[src/rtl/clkmode_pkg.sv]
package clkmode_pkg;
  localparam int unsigned REG_W = 8;
  localparam int unsigned IDX_W = $clog2(REG_W);

  localparam logic [REG_W-1:0] PROT_MASK = 8'b0010_0011;
  localparam logic [REG_W-1:0] RESET_VAL = 8'b1000_0000;

  localparam int unsigned B_DIV_HI   = 7;
  localparam int unsigned B_DIV_LO   = 6;
  localparam int unsigned B_SRC_RC   = 5;
  localparam int unsigned B_MAIN_OFF = 4;
  localparam int unsigned B_RING_OFF = 3;
  localparam int unsigned B_AUX      = 2;
  localparam int unsigned B_DBL      = 1;
  localparam int unsigned B_MODE     = 0;

  // strobes from control to datapath
  typedef struct packed {
    logic             load;
    logic [REG_W-1:0] mask;
    logic [REG_W-1:0] value;
  } regStrobe_t;
endpackage

[src/rtl/clkmode_ctrl.sv]
module clkmode_ctrl
  import clkmode_pkg::*;
#(
  parameter logic [REG_W-1:0] PROT = PROT_MASK
) (
  input  logic             clk,
  input  logic             rst,
  input  logic             wrEn,
  input  logic [REG_W-1:0] wrData,
  input  logic             bitOpEn,
  input  logic             bitOpSet,
  input  logic [IDX_W-1:0] bitOpIdx,
  output regStrobe_t       strobe,
  output logic             lockQ
);
  logic [REG_W-1:0] openMask;
  logic [REG_W-1:0] bitSel;
  logic             anyAccess;

  assign anyAccess = wrEn | bitOpEn;
  assign openMask  = lockQ ? ~PROT : {REG_W{1'b1}};

  always_comb begin
    bitSel           = '0;
    bitSel[bitOpIdx] = 1'b1;
  end

  // plain write wins over a bit access in the same cycle
  always_comb begin
    strobe = '0;
    if (wrEn) begin
      strobe.load  = 1'b1;
      strobe.mask  = openMask;
      strobe.value = wrData;
    end else if (bitOpEn) begin
      strobe.load  = 1'b1;
      strobe.mask  = bitSel & openMask;
      strobe.value = bitOpSet ? {REG_W{1'b1}} : {REG_W{1'b0}};
    end
  end

  always_ff @(posedge clk) begin
    if (rst)            lockQ <= 1'b0;
    else if (anyAccess) lockQ <= 1'b1;
  end
endmodule

[src/rtl/clkmode_dp.sv]
module clkmode_dp
  import clkmode_pkg::*;
#(
  parameter logic [REG_W-1:0] RST_VALUE = RESET_VAL
) (
  input  logic             clk,
  input  logic             rst,
  input  regStrobe_t       strobe,
  output logic [REG_W-1:0] regQ,
  output logic [1:0]       divSel,
  output logic             mainOscOff,
  output logic             ringOscOff,
  output logic             auxBit,
  output logic             rcSel,
  output logic             dblSpeed,
  output logic             modeBit
);
  for (genvar i = 0; i < REG_W; i++) begin : g_bit
    always_ff @(posedge clk) begin
      if (rst)                                regQ[i] <= RST_VALUE[i];
      else if (strobe.load && strobe.mask[i]) regQ[i] <= strobe.value[i];
    end
  end

  assign divSel     = {regQ[B_DIV_HI], regQ[B_DIV_LO]};
  assign mainOscOff = regQ[B_MAIN_OFF];
  assign ringOscOff = regQ[B_RING_OFF];
  assign auxBit     = regQ[B_AUX];
  assign rcSel      = regQ[B_SRC_RC];
  assign modeBit    = regQ[B_MODE];
  // double speed only with a ceramic source
  assign dblSpeed   = regQ[B_DBL] & ~regQ[B_SRC_RC];
endmodule

[src/rtl/clk_mode_reg.sv]
module clk_mode_reg
  import clkmode_pkg::*;
(
  input  logic       clk,
  input  logic       rst,
  input  logic       wrEn,
  input  logic [7:0] wrData,
  input  logic       bitOpEn,
  input  logic       bitOpSet,
  input  logic [2:0] bitOpIdx,
  output logic [7:0] rdData,
  output logic       lockStatus,
  output logic [1:0] divSel,
  output logic       mainOscOff,
  output logic       ringOscOff,
  output logic       auxBit,
  output logic       rcSel,
  output logic       dblSpeed,
  output logic       modeBit
);
  regStrobe_t strobe;

  clkmode_ctrl #(.PROT(PROT_MASK)) u_ctrl (
    .clk(clk), .rst(rst), .wrEn(wrEn), .wrData(wrData),
    .bitOpEn(bitOpEn), .bitOpSet(bitOpSet), .bitOpIdx(bitOpIdx),
    .strobe(strobe), .lockQ(lockStatus)
  );

  clkmode_dp #(.RST_VALUE(RESET_VAL)) u_dp (
    .clk(clk), .rst(rst), .strobe(strobe), .regQ(rdData),
    .divSel(divSel), .mainOscOff(mainOscOff), .ringOscOff(ringOscOff),
    .auxBit(auxBit), .rcSel(rcSel), .dblSpeed(dblSpeed), .modeBit(modeBit)
  );
endmodule

[config.mk]
export PLATFORM = sky130hd
export DESIGN_NAME = clk_mode_reg
export DESIGN_NICKNAME = d
export VERILOG_FILES = /design/src/rtl/clkmode_pkg.sv /design/src/rtl/clkmode_ctrl.sv /design/src/rtl/clkmode_dp.sv /design/src/rtl/clk_mode_reg.sv
export SDC_FILE = /design/constraint.sdc
export NUM_CORES = 1
export LEC_CHECK = 0
export BUFFER_PORTS_ARGS = -buffer_cell sky130_fd_sc_hd__buf_2
export CORE_MARGIN = 2
export CORE_UTILIZATION = 24
export DETAILED_ROUTE_END_ITERATION = 8
export GPL_TIMING_DRIVEN = 0
export PLACE_DENSITY = 0.5
export SLEW_MARGIN = 20
export SYNTH_ARGS = -nofsm -noshare
export SYNTH_HDL_FRONTEND = slang
export SYNTH_SLANG_ARGS = --single-unit
[constraint.sdc]
create_clock -name clk -period 2.8 [get_ports clk]
set_clock_uncertainty 0.2 [all_clocks]
set_input_delay 0.56 -clock clk [delete_from_list [all_inputs] [get_ports clk]]
set_output_delay 0.56 -clock clk [all_outputs]
set_load 0.05 [all_outputs]
==> results of run 1 <==
final cells by class:
| type | instances | share of cell area |
|---|---|---|
| multi-input cells | 47 | 0.380 |
| well taps | 28 | 0.0444 |
| plain buffers | 12 | 0.114 |
| flip-flops and latches | 9 | 0.228 |
| clock buffers | 4 | 0.0333 |
| repair buffers | 30 | 0.190 |
| inverters | 2 | 0.00951 |
worst min path at each step:
stage / from / endpoint
finish: u_dp.divSel[1] / u_dp.divSel[1]
global route: wrData[4] / u_dp.mainOscOff
CTS: u_dp.divSel[1] / u_dp.divSel[1]
detailed placement: u_dp.divSel[1] / u_dp.divSel[1]
global placement: u_dp.divSel[1] / u_dp.divSel[1]
floorplan: bitOpEn / u_ctrl.lockQ
registers in the layout, summed over array words and instances, names as in the netlist:
register	cells
u_dp.ringOscOff	1
u_dp.divSel	2
u_dp.regQ	1
u_dp.auxBit	1
u_ctrl.lockQ	1
u_dp.rcSel	1
u_dp.modeBit	1
u_dp.mainOscOff	1
synthesized netlist by cell type (all sizes together):
| cell type | count | area, um2 |
|---|---|---|
| buf | 11 | 86.3 |
| dfxtp | 9 | 180 |
| nand2 | 9 | 33.8 |
| a21oi | 6 | 30.0 |
| a31oi | 5 | 31.3 |
| mux2 | 3 | 33.8 |
| nor2b | 3 | 18.8 |
| o311ai | 3 | 26.3 |
| inv | 2 | 7.51 |
| nand4b | 2 | 17.5 |
| nor2 | 2 | 7.51 |
| a21o | 1 | 7.51 |
| and2b | 1 | 7.51 |
| and3b | 1 | 8.76 |
| clkbuf | 1 | 3.75 |
| nand2b | 1 | 6.26 |
| nand3 | 1 | 5.00 |
| nand3b | 1 | 7.51 |
| nand4 | 1 | 6.26 |
| nand4bb | 1 | 11.3 |
| nor3 | 1 | 5.00 |
| o211ai | 1 | 7.51 |
| o21ai | 1 | 5.00 |
| or3 | 1 | 6.26 |
| or4 | 1 | 7.51 |
| or4b | 1 | 10.0 |
layout by cell type (no fill, tap or decap), drive strengths merged:
master   count
mux2         3
and3b        1
dfxtp        9
or4b         1
nand4        1
clkbuf       5
nand4bb      1
buf         41
or3          1
o311ai       3
inv          2
nand4b       2
nand2        9
o211ai       1
nor3         1
a21oi        6
o21ai        1
nand2b       1
nor2b        3
nand3b       1
a31oi        5
nand3        1
and2b        1
or4          1
a21o         1
nor2         2
kinds of logic (layout without fill, tap and decap cells):
kind of cell	Yosys count	count (layout)	share of synthesized area
compound gates	17	17	0.186
buf+inv	14	48	0.169
flops	9	9	0.312
mux	3	3	0.0584
simple gates	27	27	0.275
power groups by stage:
stage          Sequential [W]  Clock, W  Combinational, W
2_1_floorplan        0.000171         0         0.0000639
3_3_place_gp         0.000144         0          0.000122
3_5_place_dp         0.000145         0          0.000122
4_1_cts              0.000142  0.000108          0.000122
5_1_grt              0.000143  0.000116          0.000130
6_report             0.000142  0.000105          0.000121
worst max-delay path, cell delays in order:
cell     delay, ps
buf_2          100
buf_4          150
or4b_1         460
a21oi_1        190
mux2_1         330
metrics by stage:
step	utilization	std cells	total power (W)	hold slack (ps)
final	0.350	132	0.000367	318
after global routing	0.350	132	0.000389	349
after floorplan	-	70	0.000235	480
after global placement	0.339	128	0.000266	288
after CTS	0.350	132	0.000372	324
after detailed placement	0.339	128	0.000266	306
routing by layer:
metal,up-vias,GRT usage,wire (um)
met4,0,0.0385,12
met1,256,0.143,679
met5,-,0,0
met2,25,0.175,621
met3,2,0.0367,144
li1,314,-,-
==> out/qor.txt, run 1 <==
min cycle time layout = 1850 ps
actual slew at the worst max-slew pin = 451 ps
clock sink count = 9
total of flip-flops plus latches after synthesis = 9
GP Congestion = 0.754
maximum clock frequency = 0.540 GHz
# rows = 17
IO Pins = 33
maximum VDD drop = 224 uV
register area = 180 um2
Vias = 597
share of post-route cells with drive strength above 1 = 0.442
final hold viol count = 0
Reg2Reg Depth = 2
initial drt markers = 5
Port-buffer cells = 30
pre-CTS setup slack = 684 ps
Worst Hold Class = reg2reg
Area Growth Syn to Fin = 36.6%
Initial Util = 0.256
Avg Cell Area, Syn = 8.26 um2
Worst-path clk slew = 60 ps
diodes inserted = 0
Reg-to-Reg Start = u_ctrl.lockQ
warnings from Yosys = 0
Worst-Skew Late Latency = 260 ps
largest net degree at the start of global routing = 11
critical path endpoint = u_dp.modeBit
Total GRT Usage = 0.112
Int Pwr = 0.000231 W
post-synth net total = 86
Clock power frac = 0.285
P_sw = 0.000136 W
core area = 2250 um2
Hold Crit Depth = 2
CTS Buf Count = 3
CP startpoint kind = input port
sw frac = 0.371
Mapped Cells = 70
drt wl/cell = 11.0 um
Max-Cap Viols = 0
Sequential Power Share = 0.386
number of global-route vias before repair = 562
Routed WL = 1460 um
clock root buffer = clkbuf_4
Final period util = 0.661
post_cts resized = 0
clock tree buffer depth = 2
crit path DAT = 1800 ps
final setup margin = 950 ps
die area = 2820 um2
Final setup viols = 0
PD cells = 465 nW/um2
Die X = 53.1 um
Worst Setup Path Type = in2reg
detailed-placement wirelength estimate = 1060 um
number of remaining DRC errors = 0
Synth cell types = 28
synthesized area = 578 um2
Critical Path Source = bitOpIdx[0]
ANT nets after route = 0
TritonCTS clock tree = done
first-pass GRT wire length = 2360 um
GRT overflow = 0
Max transition margin = 0.699
Pre-antenna DRT Iters = 4
Comb pwr share = 0.329
Slew Viols, Final = 0
multi-input logic area = 300 um2
RSZ-0062 raised after global routing = no
reg-to-reg endpoint = u_dp.modeBit
sequential-to-total area share from yosys stat = 0.312
Worst R2R Setup Slack = 1650 ps
post-cts hold buffer count = 0
Leak = 0.390 nW
CP required = 2750 ps
post-CTS setup buffer count = 0
Fin Setup TNS = 0 ps
Fill cells = 273
initial antenna violation count = 0
Post-layout nets = 121
H-tree depth = 1
post-route cell area = 790 um2
crit path capture type = flip-flop
vias per cell = 4.52
Placed Area = 763 um2
status = complete, no violations
Die Ht = 53.1 um
Critical Path Fanout Max = 10
No activity file was read; power rests on OpenSTA's default activity.
==> run 2: changes to the inputs <==
--- a/config.mk
+++ b/config.mk
@@ -10,7 +10,7 @@
 export CORE_UTILIZATION = 24
 export DETAILED_ROUTE_END_ITERATION = 8
 export GPL_TIMING_DRIVEN = 0
-export PLACE_DENSITY = 0.5
+export PLACE_DENSITY = 0.52
 export SLEW_MARGIN = 20
 export SYNTH_ARGS = -nofsm -noshare
 export SYNTH_HDL_FRONTEND = slang
==> constraint.sdc (replaced) <==
create_clock -name clk -period 1.55 [get_ports clk]
set_clock_uncertainty 0.2 [all_clocks]
set_input_delay 0.31 -clock clk [delete_from_list [all_inputs] [get_ports clk]]
set_output_delay 0.31 -clock clk [all_outputs]
set_load 0.05 [all_outputs]
==> out/qor.txt, run 2 (synthesized netlist as in run 1, its figures left out) <==
status = complete, no violations
Buffers & Inverters on Critical Path = 1 (-1)
CP top delay family = flip-flops
Post-layout nets = 120 (-0.83%)
Initial Util = 0.256 (unchanged)
actual slew at the worst max-slew pin = 453 ps (+1.93 ps)
PD cells = 820 nW/um2 (+76%)
ANT nets after route = 0 (unchanged)
Die Ht = 53.1 um (unchanged)
vias per cell = 4.56 (+0.76%)
Worst path slowest cell = dfxtp_1
Routed WL = 1460 um (about the same)
GP Congestion = 0.754 (about the same)
H-tree depth = 1 (unchanged)
clock sink count = 9 (unchanged)
post-CTS setup buffer count = 0 (unchanged)
detailed-placement wirelength estimate = 1060 um (-0.29%)
Vias = 597 (unchanged)
Cell Chain, Critical Path = clkbuf_4
Max-Cap Viols = 0 (unchanged)
Total GRT Usage = 0.113 (+0.000788)
Fill cells = 267 (-2.2%)
Max transition margin = 0.698 (-0.00129)
Comb pwr share = 0.338 (+0.009)
initial drt markers = 3 (-2)
commonest non-fill, non-tap cell in the layout = buf_2
CP required = 1040 ps (-1710 ps)
Pre-antenna DRT Iters = 2 (-2)
Slew Viols, Final = 0 (unchanged)
Worst-Skew Late Latency = 270 ps (about the same)
post-cts hold buffer count = 0 (unchanged)
RSZ-0062 raised after global routing = no
max reg flops = 2 (unchanged)
clock tree buffer depth = 2 (unchanged)
initial antenna violation count = 0 (unchanged)
final hold viol count = 0 (unchanged)
TritonCTS clock tree = done
core area = 2250 um2 (unchanged)
Final setup viols = 0 (unchanged)
number of global-route vias before repair = 498 (-11%)
IO Pins = 33 (unchanged)
Worst-path clk slew = 70 ps (about the same)
Port-buffer cells = 30 (unchanged)
P_sw = 0.000246 W (+81%)
CP startpoint kind = flip-flop
drt wl/cell = 11.1 um (+0.83%)
largest net degree at the start of global routing = 12 (+1)
placed cells = 128 (unchanged)
GRT overflow = 0 (unchanged)
Critical Path Fanout Max = 5 (-5)
sw frac = 0.369 (-0.00278)
commonest non-fill, non-tap cells in the layout = 28 x buf_2, 9 x nand2_1, 9 x dfxtp_1
final setup margin = 44.0 ps (-906 ps)
WHS = 105 ps (-213 ps)
Largest stage delay, worst path = 440 ps (-20 ps)
Clock power frac = 0.277 (-0.008)
min cycle time layout = 1510 ps
Area Growth Syn to Fin = 41.1%
first-pass GRT wire length = 2260 um (-4.4%)
share of post-route cells with drive strength above 1 = 0.476 (+0.0334)
crit path capture type = primary output
Worst Hold Class = in2reg
maximum clock frequency = 0.664 GHz
crit path DAT = 1000 ps (-800 ps)
Die X = 53.1 um (unchanged)
die area = 2820 um2 (unchanged)
clock root buffer = clkbuf_4
Sequential Power Share = 0.385 (about the same)
Worst Setup Path Type = reg2out
Leak = 0.392 nW (+0.53%)
# rows = 17 (unchanged)
maximum VDD drop = 440 uV (+97%)
diodes inserted = 0 (unchanged)
CTS Buf Count = 3 (unchanged)
pre-CTS setup slack = -320 ps (-1000 ps)
number of remaining DRC errors = 0 (unchanged)
Final period util = 0.972
Cell Count, Final, Fillers Out = 131 (-0.76%)
Int Pwr = 0.000422 W (+83%)
run 2: power groups by stage:
stage | Sequential [W] | Combinational, W | Clock [W]
after floorplan | 0.000309 | 0.000118 | 0
final | 0.000257 | 0.000226 | 0.000185
after detailed placement | 0.000262 | 0.000222 | 0
after global placement | 0.000261 | 0.000221 | 0
after CTS | 0.000258 | 0.000226 | 0.000190
after global routing | 0.000260 | 0.000242 | 0.000194
run 2: final timing paths:
path                            cells after the start  slack, ps         endpoint           start
worst max-delay path                                1         40       lockStatus    u_ctrl.lockQ
worst min-delay path                                3        110  u_dp.mainOscOff       wrData[4]
worst max register to register                      2        360       u_dp.rcSel    u_ctrl.lockQ
worst min register to register                      2        310   u_dp.divSel[1]  u_dp.divSel[1]
run 2: layout make-up:
| type | instances | area, um2 | area share |
|---|---|---|---|
| buffer | 11 | 90.1 | 0.110 |
| clock buffer | 4 | 26.3 | 0.0322 |
| inverter | 2 | 7.51 | 0.00920 |
| multi-input combinational | 47 | 322 | 0.394 |
| sequential | 9 | 180 | 0.221 |
| tap | 28 | 35.0 | 0.0429 |
| timing repair buffer | 30 | 155 | 0.190 |
run 2: what timing repair did:
item	CTS	global route
gates resized for setup	4	2
pin swaps	1	0
endpoints found under the setup margin	1	2
run 2: stage by stage:
step | total power, W | utilization | instance area [um2] | setup TNS (ps)
2_1_floorplan | 0.000427 | - | 588 | -292
3_3_place_gp | 0.000482 | 0.343 | 773 | -351
3_5_place_dp | 0.000484 | 0.343 | 773 | -373
4_1_cts | 0.000674 | 0.360 | 811 | 0
5_1_grt | 0.000695 | 0.362 | 816 | 0
6_report | 0.000669 | 0.362 | 816 | 0
run 2: per-layer routing:
layer / global-route usage / wire length (um) / vias to the layer above
met4: 0.0256 / 0 / 0
met5: 0 / 0 / -
li1: - / - / 311
met1: 0.144 / 668 / 260
met2: 0.173 / 658 / 26
met3: 0.0508 / 132 / 0
==> run 3: changes to the inputs <==
--- a/config.mk
+++ b/config.mk
@@ -5,12 +5,12 @@
 export SDC_FILE = /design/constraint.sdc
 export NUM_CORES = 1
 export LEC_CHECK = 0
-export BUFFER_PORTS_ARGS = -buffer_cell sky130_fd_sc_hd__buf_2
 export CORE_MARGIN = 2
 export CORE_UTILIZATION = 24
 export DETAILED_ROUTE_END_ITERATION = 8
+export DONT_BUFFER_PORTS = 1
 export GPL_TIMING_DRIVEN = 0
-export PLACE_DENSITY = 0.52
+export PLACE_DENSITY = 0.39
 export SLEW_MARGIN = 20
 export SYNTH_ARGS = -nofsm -noshare
 export SYNTH_HDL_FRONTEND = slang
==> out/qor.txt, run 3 (synthesized netlist as in run 1, its figures left out) <==
Worst Setup Path Type = reg2out
Pre-antenna DRT Iters = 3 (+1)
TritonCTS clock tree = done
Worst path slowest cell = dfxtp_4
Leak = 0.282 nW (-28%)
Area Growth Syn to Fin = 25.3%
Worst-path clk slew = 70 ps (about the same)
Routed WL = 1490 um (+2.3%)
Final setup viols = 1 (+1)
crit path DAT = 1070 ps (+70 ps)
Critical Path Fanout Max = 3 (-2)
Hold Crit Depth = 2 (-1)
Max-Cap Viols = 0 (unchanged)
detailed-placement wirelength estimate = 1060 um (about the same)
vias per cell = 5.17 (+13%)
RSZ-0062 raised after global routing = yes
Worst Hold End = u_dp.divSel[1]
# rows = 17 (unchanged)
placed cells = 98 (-23%)
clock sink count = 9 (unchanged)
CP startpoint kind = flip-flop
CP required = 1040 ps (about the same)
Cell Count, Final, Fillers Out = 106 (-19%)
Power Total = 0.000631 W (-5.6%)
core area = 2250 um2 (unchanged)
Reg2Reg Depth = 2 (unchanged)
failing checks = negative setup slack
Port-buffer cells = 0 (-100%)
commonest non-fill, non-tap cells in the layout = 9 x nand2_1, 9 x buf_4, 8 x dfxtp_4
max reg flops = 2 (unchanged)
first-pass GRT wire length = 2370 um (+5.2%)
Die Ht = 53.1 um (unchanged)
Slew Viols, Final = 0 (unchanged)
PD cells = 871 nW/um2 (+6.3%)
final hold viol count = 0 (unchanged)
final setup margin = -29.2 ps (-73.2 ps)
maximum clock frequency = 0.633 GHz (-4.6%)
drt wl/cell = 14.1 um (+26%)
Fill cells = 270 (+1.1%)
Initial Util = 0.256 (unchanged)
Max transition margin = 0.608 (-0.0902)
share of post-route cells with drive strength above 1 = 0.321 (-0.155)
reg-to-reg endpoint = u_dp.modeBit
Fin Setup TNS = -29.2 ps (-29.2 ps)
Post-layout nets = 95 (-21%)
Worst Hold Class = in2reg
Cell Chain, Critical Path = nor2b_4
H-tree depth = 1 (unchanged)
CP top delay family = flip-flops
post-CTS setup buffer count = 0 (unchanged)
maximum VDD drop = 562 uV (+28%)
ANT nets after route = 0 (unchanged)
Layout Utilization = 0.321 (-0.0405)
pre-CTS setup slack = -222 ps (+97.4 ps)
Vias = 548 (-8.2%)
clock root buffer = clkbuf_4
CTS Buf Count = 3 (unchanged)
actual slew at the worst max-slew pin = 588 ps (+135 ps)
GP Congestion = 0.735 (-2.6%)
die area = 2820 um2 (unchanged)
GRT overflow = 0 (unchanged)
Worst R2R Setup Slack = 100 ps (-260 ps)
Min-Delay Startpoint = bitOpEn
clock tree buffer depth = 2 (unchanged)
crit path capture type = primary output
status = finished, violations left
initial drt markers = 6 (+3)
initial antenna violation count = 0 (unchanged)
min cycle time layout = 1580 ps (+73.2 ps)
largest net degree at the start of global routing = 11 (-1)
Reg-to-Reg Start = u_ctrl.lockQ
Worst-Skew Late Latency = 260 ps (about the same)
Buffers & Inverters on Critical Path = 0 (-1)
diodes inserted = 0 (unchanged)
Final period util = 1.02 (+0.0472)
Total GRT Usage = 0.117 (+0.00451)
number of remaining DRC errors = 0 (unchanged)
number of global-route vias before repair = 542 (+8.8%)
Die X = 53.1 um (unchanged)
Largest stage delay, worst path = 440 ps (about the same)
IO Pins = 33 (unchanged)
[run 3: cell types whose count changed in the layout (fill, tap and decap cells not counted), moves of 2 or more]
cell / previous run / this run
dfxtp_1: 9 / 1
dlygate4sd3_1: 0 / 4
dfxtp_4: 0 / 8
clkbuf_4: 5 / 3
buf_2: 28 / 0
[run 3: metal layers]
layer | track usage | vias up | routed length (um)
met4 | 0.0256 | 0 | 13
li1 | - | 266 | -
met2 | 0.206 | 22 | 743
met3 | 0.0791 | 2 | 125
met1 | 0.112 | 258 | 611
met5 | 0 | - | 0
[run 3: how the worst max path moves through the flow]
stage | end | slack (ps) | startpoint | depth (start not counted)
3_3_place_gp | u_dp.modeBit | -220 | bitOpIdx[1] | 4
5_1_grt | dblSpeed | -70 | u_dp.regQ[1] | 1
3_5_place_dp | u_dp.modeBit | -220 | bitOpIdx[1] | 4
2_1_floorplan | u_dp.modeBit | -150 | bitOpIdx[1] | 4
6_report | dblSpeed | -30 | u_dp.regQ[1] | 1
4_1_cts | dblSpeed | -40 | u_dp.regQ[1] | 1
[run 3: per-stage QoR]
step           hold slack (ps)  instance area (um2)
5_1_grt                   14.3                  724
4_1_cts                   1.53                  704
6_report                  7.02                  724
3_3_place_gp               235                  623
2_1_floorplan              230                  588
3_5_place_dp               244                  623
[run 3: where the power goes]
group          internal [W]  switching (W)
Clock             0.0000993      0.0000880
Sequential         0.000241      0.0000621
Combinational     0.0000554      0.0000848
[run 3: timing repair]
| item | in CTS | in global routing |
|---|---|---|
| setup endpoints to repair | 8 | 5 |
| gates resized for setup | 13 | 4 |
| endpoints found under the hold margin | 3 | 1 |
| hold buffers | 3 | 1 |
[run 3: area by class of cell]
| cell class | instances | area [um2] | area share |
|---|---|---|---|
| Multi-Input combinational cell | 47 | 308 | 0.425 |
| Sequential cell | 9 | 210 | 0.290 |
| Buffer | 12 | 97.6 | 0.135 |
| Timing Repair Buffer | 4 | 40.0 | 0.0553 |
| Tap cell | 28 | 35.0 | 0.0484 |
| Clock buffer | 4 | 26.3 | 0.0363 |
| Inverter | 2 | 7.51 | 0.0104 |
[run 3: worst register-to-register path, stage by stage, from the launching register on]
cell and delay [ps]:
dfxtp_1 700, a21oi_1 100, mux2_1 340
